### src/rtl/deskew_pkg.sv
`timescale 1ns/1ps
package deskew_pkg;
  localparam logic [7:0] COMMA_BYTE = 8'hBC;

  typedef enum logic [1:0] {
    WID_X1 = 2'b00,
    WID_X2 = 2'b01,
    WID_X4 = 2'b10
  } wid_e;

  function automatic int unsigned lanes_of(input logic [1:0] code, input int unsigned cap);
    int unsigned n;
    case (code)
      2'b00:   n = 1;
      2'b01:   n = 2;
      default: n = 4;
    endcase
    return (n > cap) ? cap : n;
  endfunction
endpackage

### src/rtl/lane_delay_line.sv
`timescale 1ns/1ps
module lane_delay_line #(
  parameter int unsigned DW       = 8,
  parameter int unsigned MAX_SKEW = 6,
  parameter int unsigned DLY_W    = $clog2(MAX_SKEW + 1)
) (
  input  logic             clk,
  input  logic             rst,
  input  logic             vld,
  input  logic             active,
  input  logic [DW-1:0]    din,
  input  logic             kin,
  input  logic [DLY_W-1:0] dly,
  output logic [DW-1:0]    dout,
  output logic             kout
);
  localparam int unsigned AW    = $clog2(MAX_SKEW + 2);
  localparam int unsigned DEPTH = 1 << AW;

  logic [DW:0]    store [DEPTH];
  logic [AW-1:0]  wr_ptr;
  logic [AW-1:0]  rd_addr;

  // no reset on the store so it maps onto RAM
  always_ff @(posedge clk) begin
    if (vld) store[wr_ptr] <= {kin, din};
  end

  always_ff @(posedge clk) begin
    if (rst)      wr_ptr <= '0;
    else if (vld) wr_ptr <= wr_ptr + AW'(1);
  end

  assign rd_addr = wr_ptr - AW'(dly) - AW'(1);

  always_ff @(posedge clk) begin
    if (rst) begin
      dout <= '0;
      kout <= 1'b0;
    end else if (vld) begin
      if (active) {kout, dout} <= store[rd_addr];
      else        {kout, dout} <= '0;
    end
  end

  AST_HOLD_WHEN_IDLE: assert property (@(posedge clk) disable iff (rst)
    !vld |=> $stable({kout, dout}));
  AST_INACTIVE_QUIET: assert property (@(posedge clk) disable iff (rst)
    (vld && !active) |=> (dout == '0 && !kout));
endmodule

### src/rtl/skew_meter.sv
`timescale 1ns/1ps
module skew_meter #(
  parameter int unsigned LANES    = 4,
  parameter int unsigned MAX_SKEW = 6,
  parameter int unsigned DLY_W    = $clog2(MAX_SKEW + 1)
) (
  input  logic                   clk,
  input  logic                   rst,
  input  logic                   vld_i,
  input  logic [LANES-1:0]       marker_i,
  input  logic [LANES-1:0]       active_i,
  input  logic                   realign_i,
  output logic [LANES*DLY_W-1:0] dly_o,
  output logic                   aligned_o,
  output logic                   fin_o,
  output logic                   err_o
);
  localparam logic [DLY_W-1:0] LAST_STEP = DLY_W'(MAX_SKEW);

  logic             meas_q, aligned_q, err_q;
  logic [DLY_W-1:0] cnt_q;
  logic [LANES-1:0] seen_q, seen_n, hit;
  logic [DLY_W-1:0] t_q [LANES];
  logic [DLY_W-1:0] t_n [LANES];
  logic [DLY_W-1:0] dly_q [LANES];
  logic [DLY_W-1:0] maxt;
  logic             armed, start, step, all_seen, fin, fail;

  assign armed = !aligned_q || realign_i;

  always_comb begin
    hit    = marker_i & active_i;
    start  = 1'b0;
    seen_n = seen_q;
    for (int i = 0; i < LANES; i++) t_n[i] = t_q[i];
    if (!meas_q) begin
      start  = vld_i && armed && (|hit);
      seen_n = hit;
      for (int i = 0; i < LANES; i++) t_n[i] = '0;
    end else if (vld_i) begin
      for (int i = 0; i < LANES; i++) begin
        if (hit[i] && !seen_q[i]) begin
          seen_n[i] = 1'b1;
          t_n[i]    = cnt_q;
        end
      end
    end
    all_seen = ((seen_n & active_i) == active_i);
    step     = start || (meas_q && vld_i);
    fin      = step && all_seen;
    fail     = meas_q && vld_i && !all_seen && (cnt_q == LAST_STEP);
    maxt     = '0;
    for (int i = 0; i < LANES; i++) begin
      if (active_i[i] && t_n[i] > maxt) maxt = t_n[i];
    end
  end

  always_ff @(posedge clk) begin
    if (rst) begin
      meas_q    <= 1'b0;
      aligned_q <= 1'b0;
      err_q     <= 1'b0;
      cnt_q     <= '0;
      seen_q    <= '0;
      for (int i = 0; i < LANES; i++) begin
        t_q[i]   <= '0;
        dly_q[i] <= '0;
      end
    end else if (fin) begin
      meas_q    <= 1'b0;
      aligned_q <= 1'b1;
      err_q     <= 1'b0;
      for (int i = 0; i < LANES; i++)
        dly_q[i] <= active_i[i] ? (maxt - t_n[i]) : '0;
    end else if (fail) begin
      meas_q <= 1'b0;
      err_q  <= 1'b1;
    end else if (step) begin
      meas_q <= 1'b1;
      cnt_q  <= start ? DLY_W'(1) : cnt_q + DLY_W'(1);
      seen_q <= seen_n;
      for (int i = 0; i < LANES; i++) t_q[i] <= t_n[i];
    end
  end

  for (genvar g = 0; g < LANES; g++) begin : g_pack
    assign dly_o[g*DLY_W +: DLY_W] = dly_q[g];
  end

  assign aligned_o = aligned_q;
  assign fin_o     = fin;
  assign err_o     = err_q;

  AST_WINDOW_BOUND: assert property (@(posedge clk) disable iff (rst)
    meas_q |-> (cnt_q <= LAST_STEP));
  AST_ERR_KEEPS_DELAYS: assert property (@(posedge clk) disable iff (rst)
    (err_q && !$past(err_q)) |-> (dly_o == $past(dly_o)));
  AST_ALIGN_STICKY: assert property (@(posedge clk) disable iff (rst)
    $past(aligned_q) |-> aligned_q);
  AST_OFFSETS_FROZEN: assert property (@(posedge clk) disable iff (rst)
    ($past(aligned_q) && !$past(realign_i) && !$past(meas_q)) |-> $stable(dly_o));
endmodule

### src/rtl/deskew_align.sv
`timescale 1ns/1ps
module deskew_align #(
  parameter int unsigned LANES    = 4,
  parameter int unsigned DW       = 8,
  parameter int unsigned MAX_SKEW = 6
) (
  input  logic                clk,
  input  logic                rst,
  input  logic                in_vld,
  input  logic [LANES*DW-1:0] in_data,
  input  logic [LANES-1:0]    in_k,
  input  logic [1:0]          lane_width,
  input  logic                realign,
  output logic [LANES*DW-1:0] out_data,
  output logic [LANES-1:0]    out_k,
  output logic                deskew_done,
  output logic                deskew_err
);
  import deskew_pkg::*;

  localparam int unsigned DLY_W = $clog2(MAX_SKEW + 1);

  logic [LANES-1:0]       active, marker;
  logic [LANES*DLY_W-1:0] dly_flat;
  logic                   aligned, fin, is_x1;
  int unsigned            n_act;

  assign n_act = lanes_of(lane_width, LANES);
  assign is_x1 = (wid_e'(lane_width) == WID_X1);

  for (genvar g = 0; g < LANES; g++) begin : g_lane
    logic [DLY_W-1:0] eff_dly;
    assign active[g] = (g < n_act);
    assign marker[g] = in_k[g] && (in_data[g*DW +: DW] == COMMA_BYTE);
    assign eff_dly   = is_x1 ? '0 : dly_flat[g*DLY_W +: DLY_W];

    lane_delay_line #(.DW(DW), .MAX_SKEW(MAX_SKEW), .DLY_W(DLY_W)) u_line (
      .clk    (clk),
      .rst    (rst),
      .vld    (in_vld),
      .active (active[g]),
      .din    (in_data[g*DW +: DW]),
      .kin    (in_k[g]),
      .dly    (eff_dly),
      .dout   (out_data[g*DW +: DW]),
      .kout   (out_k[g])
    );
  end

  skew_meter #(.LANES(LANES), .MAX_SKEW(MAX_SKEW), .DLY_W(DLY_W)) u_meter (
    .clk       (clk),
    .rst       (rst),
    .vld_i     (in_vld),
    .marker_i  (marker),
    .active_i  (active),
    .realign_i (realign),
    .dly_o     (dly_flat),
    .aligned_o (aligned),
    .fin_o     (fin),
    .err_o     (deskew_err)
  );

  always_ff @(posedge clk) begin
    if (rst) deskew_done <= 1'b0;
    else     deskew_done <= is_x1 || aligned || fin;
  end

  AST_X1_DONE: assert property (@(posedge clk) disable iff (rst)
    is_x1 |=> deskew_done);
  AST_DONE_ON_FINISH: assert property (@(posedge clk) disable iff (rst)
    fin |=> (deskew_done && !deskew_err));
endmodule

### config.mk
export PLATFORM = sky130hd
export DESIGN_NAME = deskew_align
export DESIGN_NICKNAME = d
export VERILOG_FILES = /design/src/rtl/deskew_pkg.sv /design/src/rtl/lane_delay_line.sv /design/src/rtl/skew_meter.sv /design/src/rtl/deskew_align.sv
export SDC_FILE = /design/constraint.sdc
export NUM_CORES = 1
export LEC_CHECK = 0
export BUFFER_PORTS_ARGS = -buffer_cell sky130_fd_sc_hd__buf_4
export CAP_MARGIN = 20
export CORE_ASPECT_RATIO = 0.6
export CORE_MARGIN = 1.5
export CORE_UTILIZATION = 45
export DETAILED_ROUTE_END_ITERATION = 7
export GPL_ROUTABILITY_DRIVEN = 0
export PLACE_DENSITY = 0.59
export SLEW_MARGIN = 10
export SYNTH_ARGS = -nofsm -noshare
export SYNTH_HDL_FRONTEND = slang
export SYNTH_SLANG_ARGS = --single-unit
### constraint.sdc
create_clock -name clk -period 9.19 [get_ports clk]
set_clock_uncertainty 0.2 [all_clocks]
set_input_delay 1.3785 -clock clk [delete_from_list [all_inputs] [get_ports clk]]
set_output_delay 1.3785 -clock clk [all_outputs]
set_load 0.01 [all_outputs]
Word level (Yosys, flattened, before mapping)
Memories as Yosys holds them, arrays and structs flattened. A register that Yosys moved wholly into a read port is not among the register bits.
Cells that the tools add are included.

word-level totals
  memory bits (read-only) = 0
  input bits = 42
  latch bits = 0
  flip-flop bits (word level) = 50
  memory bits (writable) = 312
  memories kept = 6

memory list
  memory                  words  width  read ports  clocked after Yosys merged registers in  write ports  RTL line               source
  g_lane[0].u_line.store  8      9      1           1                                        1            lane_delay_line.sv:20  logic [DW:0] store [DEPTH];
  g_lane[1].u_line.store  8      9      1           0                                        1            lane_delay_line.sv:20
  g_lane[2].u_line.store  8      9      1           0                                        1            lane_delay_line.sv:20
  g_lane[3].u_line.store  8      9      1           0                                        1            lane_delay_line.sv:20
  u_meter.dly_q           4      3      4           0                                        4            skew_meter.sv:25       logic [DLY_W-1:0] dly_q [LANES];
  u_meter.t_q             4      3      4           0                                        4            skew_meter.sv:23       logic [DLY_W-1:0] t_q [LANES];

cells by class
  reductions and logical operators = 33
  eq/ne operators = 7
  divide/modulo/power cells = 0
  muxes and demuxes = 54
  magnitude comparators = 9
  bitwise gates (word level) = 12
  shift-type cells = 0
  multipliers = 0
  $add $sub $neg = 17

operators by type and width
  cell                                                                              number
  3-bit 2-to-1 mux                                                                  25
  1-bit by 32-bit less-than comparator with 1-bit output, first input constant      2
  2-bit by 32-bit less-than comparator with 1-bit output, first input constant      2
  8-bit == test, second input constant                                              4
  32-bit by 3-bit greater-than comparator with 1-bit output, second input constant  1
  32-bit 2-to-1 mux                                                                 1
  12-bit 2-to-1 mux                                                                 2
  8-bit 2-to-1 mux                                                                  3
  3-bit subtractor                                                                  8
  1-bit 2-to-1 mux                                                                  20
  1-bit logical AND                                                                 18
  3-bit by 1-bit adder with 3-bit output, second input constant                     5
  3-bit by 1-bit subtractor with 3-bit output, second input constant                4
  3-bit greater-than comparator                                                     3
  4-bit AND                                                                         2
  4-bit 2-to-1 mux                                                                  2
  1-bit bitwise OR                                                                  8
  1-bit logical NOT                                                                 6
  3-bit case mux with 2 select lines                                                1
  4-bit == test                                                                     1
  1-bit logical OR                                                                  4
  4-bit OR reduction                                                                1
  3-bit == test, second input constant                                              1
  3-bit by 1-bit greater-than comparator with 1-bit output, second input constant   1
  other kinds (6)                                                                   7

Longest topological paths before layout
  word-level depth = 25
  depth in mapped cells = 35
  depth with buffers taken out = 33

By module
From an unflattened synthesis, not the netlist that was laid out.

unflattened totals
  cell total of the unflattened synthesis = 938
  area total of the unflattened synthesis = 15618.7 um^2

modules (own cells, without submodules)
  module           times used  cells an instance  area each (um^2)
  lane_delay_line  4           163                3246.9
  skew_meter       1           247                2339.7
  deskew_align     1           39                 291.5

Worst setup path before layout
No wires, ideal clock.

  kind = input-to-reg
  from = in lane_width[0]
  to = mem u_meter.dly_q[2][2] in the netlist's numbering (data pin)
  path buffers = 2
  path slack = 1.120 ns
  stages on the path = 34
  arrival time = 7.609 ns
  required time = 8.728 ns
  setup time = 0.262 ns
  path through = nor2_4 -> inv_2 -> clkbuf_1 -> ha_1 -> buf_4 -> nand2b_4 -> nand4_1 -> o21ai_0 -> and2_1 -> nor2_1 -> nand2_1 -> ha_1 -> nor2b_1 -> o21a_1 -> o21a_1 -> a2111oi_0 -> a21oi_1 -> ha_1 -> nor2b_1 -> o21a_1 -> o21ai_4 -> mux2_2 -> ha_1 -> nor2b_1 -> o21a_1 -> o211ai_1 -> nand2_1 -> o21ai_1 -> ha_1 -> inv_1 -> fa_1 -> xnor2_1 -> o21ai_0 -> nor4bb_1

RTL lines
  item                RTL line            source
  start: declaration  deskew_align.sv:12  input logic [1:0] lane_width,
  end: declaration    skew_meter.sv:25

==> flow_metrics.py <==
metrics = {
    "outcome": {
        "outcome": "completed",
    },
    "clocking": {
        "cts_resized": 0,
        "cts_tree": "yes",
        "clkSlewWorstSetupHoldPaths_ns": 0.06,
        "cts_setup_buffers": 0,
        "insertion_delay_ns": 0.52,
        "clock-sinks": 371,
        "cts_root_buf": "clkbuf_16",
        "cts_max_path_buffers": 3,
        "cts_hold_buf": 0,
        "htreeDepth": 2,
        "cts_made_buffers": 36,
    },
    "yosys": {
        "synth_seq_cells": 371,
        "avgSynthCellArea_um2": 16.0,
        "ys.flop_type": "edfxtp_1",
        "synthArstFlopShare_pct": 0,
        "ys_seq_area_share_pct": 67.3,
        "syn_inst": 979,
        "ys_top_cells_by_area": "edfxtp_1 60%, mux4_2 10%, dfxtp_1 7.5%",
        "synth_cell_types": 76,
        "synth_top_area_cell": "edfxtp_1",
        "synth_nets": 1054,
        "synth_warnings": 0,
        "synth_edf_count": 312,
        "netlist_area_um2": 15700,
        "synth_top_area_share_pct": 59.7,
    },
    "sta": {
        "finalHoldViolCount": 0,
        "slew_viol_final": 0,
        "period_share_pct": 91.2,
        "fin_setup_tns_ns": 0,
        "rsz0062_at_grt": "false",
        "setup_violations": 0,
        "worstMarginPinSlew_ns": 1.09,
        "max_freq_mhz": 119,
        "fin_crit_ns": 8.38,
        "relSlewSlack_pct": 27.3,
        "whs_ns": 0.291,
    },
    "worst_hold_path": {
        "min_path_type": "register to register",
    },
    "route": {
        "dr.pass1.iters": 5,
        "wl_per_cell_um": 21.6,
        "routed_wirelength_um": 33700,
        "drcViolationCount": 0,
        "num_vias": 8640,
        "avgViaCountPerCell": 5.54,
        "ant_nets": 0,
        "first_iter_violations": 688,
    },
    "critical_path": {
        "worstSetupEndpoint": "u_meter.dly_q[1][2]$_SDFFCE_PP0P_",
        "r2r_cells": 28,
        "cpPeakStageDelay_ns": 0.40,
        "worstPathArrival_ns": 8.51,
        "reg2reg_to": "u_meter.dly_q[1][2]$_SDFFCE_PP0P_",
        "required_ns": 9.32,
        "r2r_setup_slack_ns": 2.02,
        "path_max_fanout": 19,
        "end_kind": "register",
        "critPathLaunch": "lane_width[0]",
        "r2r_start": "u_meter.seen_q[1]$_SDFFE_PP0P_",
        "crit_type": "input pin to register",
        "cp_slowest_cell": "a2111oi_0",
        "worst_path_most_repeated_cell": "ha_1",
        "worstSetupStartpointType": "input pin",
    },
    "grt": {
        "grt_pass1_wl_um": 52400,
        "grt_pass1_vias": 8579,
        "grt_use_total_pct": 19.2,
        "grt_max_degree": 70,
        "grt_overflow": 0,
        "antenna_found_initial": 0,
    },
    "floorplanning": {
        "core_um2": 34000,
        "die_x_um": 244,
        "die_area_um2": 36000,
        "initial_core_util_pct": 46.1,
        "die_y_um": 148,
        "io_pins": 80,
        "rows": 52,
    },
    "cells_and_area": {
        "nets": 1149,
        "n_antenna_cell": 0,
        "syn_to_final_growth_pct": 14.4,
        "drive_above_1_share_pct": 22.9,
        "design_area_um2": 17900,
    },
    "power_and_ir_drop": {
        "p_leak_uw": 0.00618,
        "powerDensity_nw_per_um2": 211,
        "irDropWorstVdd_mv": 0.108,
    },
    "placement": {
        "placed_area_um2": 16800,
        "dp_hpwl_um": 22200,
        "portBuffers": 79,
    },
    "flow_run": {
        "cap_violations": 0,
    },
}
logic make-up (layout without fill, tap and decap cells):
family / after synthesis / count (layout) / synth area share [%]
AOI/OAI and AO/OA: 99 / 99 / 4.04
muxes: 125 / 125 / 13.8
and+or+nand+nor: 263 / 263 / 8.67
xor gates and xnor gates: 19 / 19 / 1.25
buffers and inverters: 69 / 190 / 1.92
DFF: 371 / 371 / 67.3
adders and majority gates: 33 / 33 / 3.02
registers in the layout, indices dropped and copies added, names as in the netlist:
register and count:
deskew_done 1, u_meter.aligned_o 1, u_meter.seen_q 4, g_lane.u_line.store 288, u_meter.cnt_q 3, u_meter.meas_q 1
g_lane.u_line.wr_ptr 12, u_meter.err_o 1, u_meter.t_q 12, g_lane.u_line.kout 4, g_lane.u_line.dout 32, u_meter.dly_q 12
layout by cell type (no fill, tap or decap), types with 8 or more instances in the layout:
| master | netlist | layout |
|---|---|---|
| mux2i_1 | 47 | 47 |
| o21ai_0 | 18 | 18 |
| clkbuf_1 | 26 | 12 |
| inv_1 | 24 | 24 |
| edfxtp_1 | 312 | 312 |
| a211oi_1 | 10 | 10 |
| xnor2_1 | 10 | 10 |
| clkbuf_16 | 0 | 37 |
| dfxtp_1 | 59 | 59 |
| buf_4 | 5 | 100 |
| nand2_1 | 41 | 41 |
| fa_1 | 8 | 8 |
| ha_1 | 25 | 25 |
| a21oi_1 | 43 | 43 |
| nand2b_1 | 21 | 21 |
| mux4_2 | 72 | 72 |
| nor3_1 | 25 | 25 |
| nor2_1 | 112 | 112 |
routing by layer:
metal | global-route usage [%] | routed length (um) | vias to the layer above
met2 | 26.3 | 14200 | 247
met5 | 0 | 0 | -
met4 | 3.70 | 363 | 0
met1 | 31.7 | 17200 | 4403
met3 | 3.72 | 1940 | 34
li1 | - | - | 3956
layout make-up:
cell class              instances  area, um2
repair buffers                100        751
inverters                      26       97.6
well taps                     459        574
fillers                      2779      16100
flip-flops and latches        371      10600
clock buffers                  53       1030
clock inverters                11        108
multi-input cells             539       4830
power breakdown:
group | switching (uW) | total, uW | internal, uW | leakage, uW
clock network | 607 | 1440 | 831 | 0.000550
logic | 232 | 435 | 203 | 0.00228
registers | 24.7 | 1900 | 1880 | 0.00335
synth_stat cells, types with 6 or more instances:
cell type / n
dfxtp_1: 59
xnor2_1: 10
fa_1: 8
nand3_1: 6
ha_1: 25
nor3_1: 25
nor2_1: 112
a211oi_1: 10
and2_1: 7
nor2b_1: 7
edfxtp_1: 312
nand2_1: 41
mux2i_1: 47
mux4_2: 72
inv_1: 24
nand2b_1: 21
o21ai_0: 18
clkbuf_1: 26
a21oi_1: 43
metrics by stage:
| step | instances | power (uW) | utilization, % | worst slack, ns |
|---|---|---|---|---|
| detailed placement | 1492 | 2380 | 49.3 | 0.362 |
| finish | 1559 | 3780 | 52.7 | 0.812 |
| CTS | 1556 | 3820 | 52.7 | 0.902 |
| global placement | 1492 | 2380 | 49.3 | 0.530 |
| global route | 1559 | 3920 | 52.7 | 0.221 |
| floorplan | 979 | 2230 | - | 1.12 |
how the worst min path moves through the flow:
stage | from | to | slack, ns | cells after the start
6_report | g_lane[3].u_line.dout[0]$_SDFFE_PP0P_ | g_lane[3].u_line.dout[0]$_SDFFE_PP0P_ | 0.29 | 2
5_1_grt | g_lane[0].u_line.kout$_SDFFE_PP0P_ | g_lane[0].u_line.kout$_SDFFE_PP0P_ | 0.31 | 2
4_1_cts | g_lane[0].u_line.dout[2]$_SDFFE_PP0P_ | g_lane[0].u_line.dout[2]$_SDFFE_PP0P_ | 0.29 | 2
3_5_place_dp | g_lane[3].u_line.dout[0]$_SDFFE_PP0P_ | g_lane[3].u_line.dout[0]$_SDFFE_PP0P_ | 0.28 | 2
3_3_place_gp | g_lane[1].u_line.dout[0]$_SDFFE_PP0P_ | g_lane[1].u_line.dout[0]$_SDFFE_PP0P_ | 0.27 | 2
2_1_floorplan | u_meter.aligned_o$_SDFFE_PP0P_ | u_meter.aligned_o$_SDFFE_PP0P_ | 0.25 | 2
worst max-delay path, delay by kind of cell:
family | cells | cell delay, ns
XOR/XNOR | 1 | 0.19
AO/OA/AOI/OAI | 10 | 2.58
adder cells (fa/ha/maj) | 6 | 1.71
buffers and inverters | 3 | 0.36
multiplexers | 1 | 0.40
AND/OR/NAND/NOR | 12 | 1.85
(Power assumes the default switching activity.)
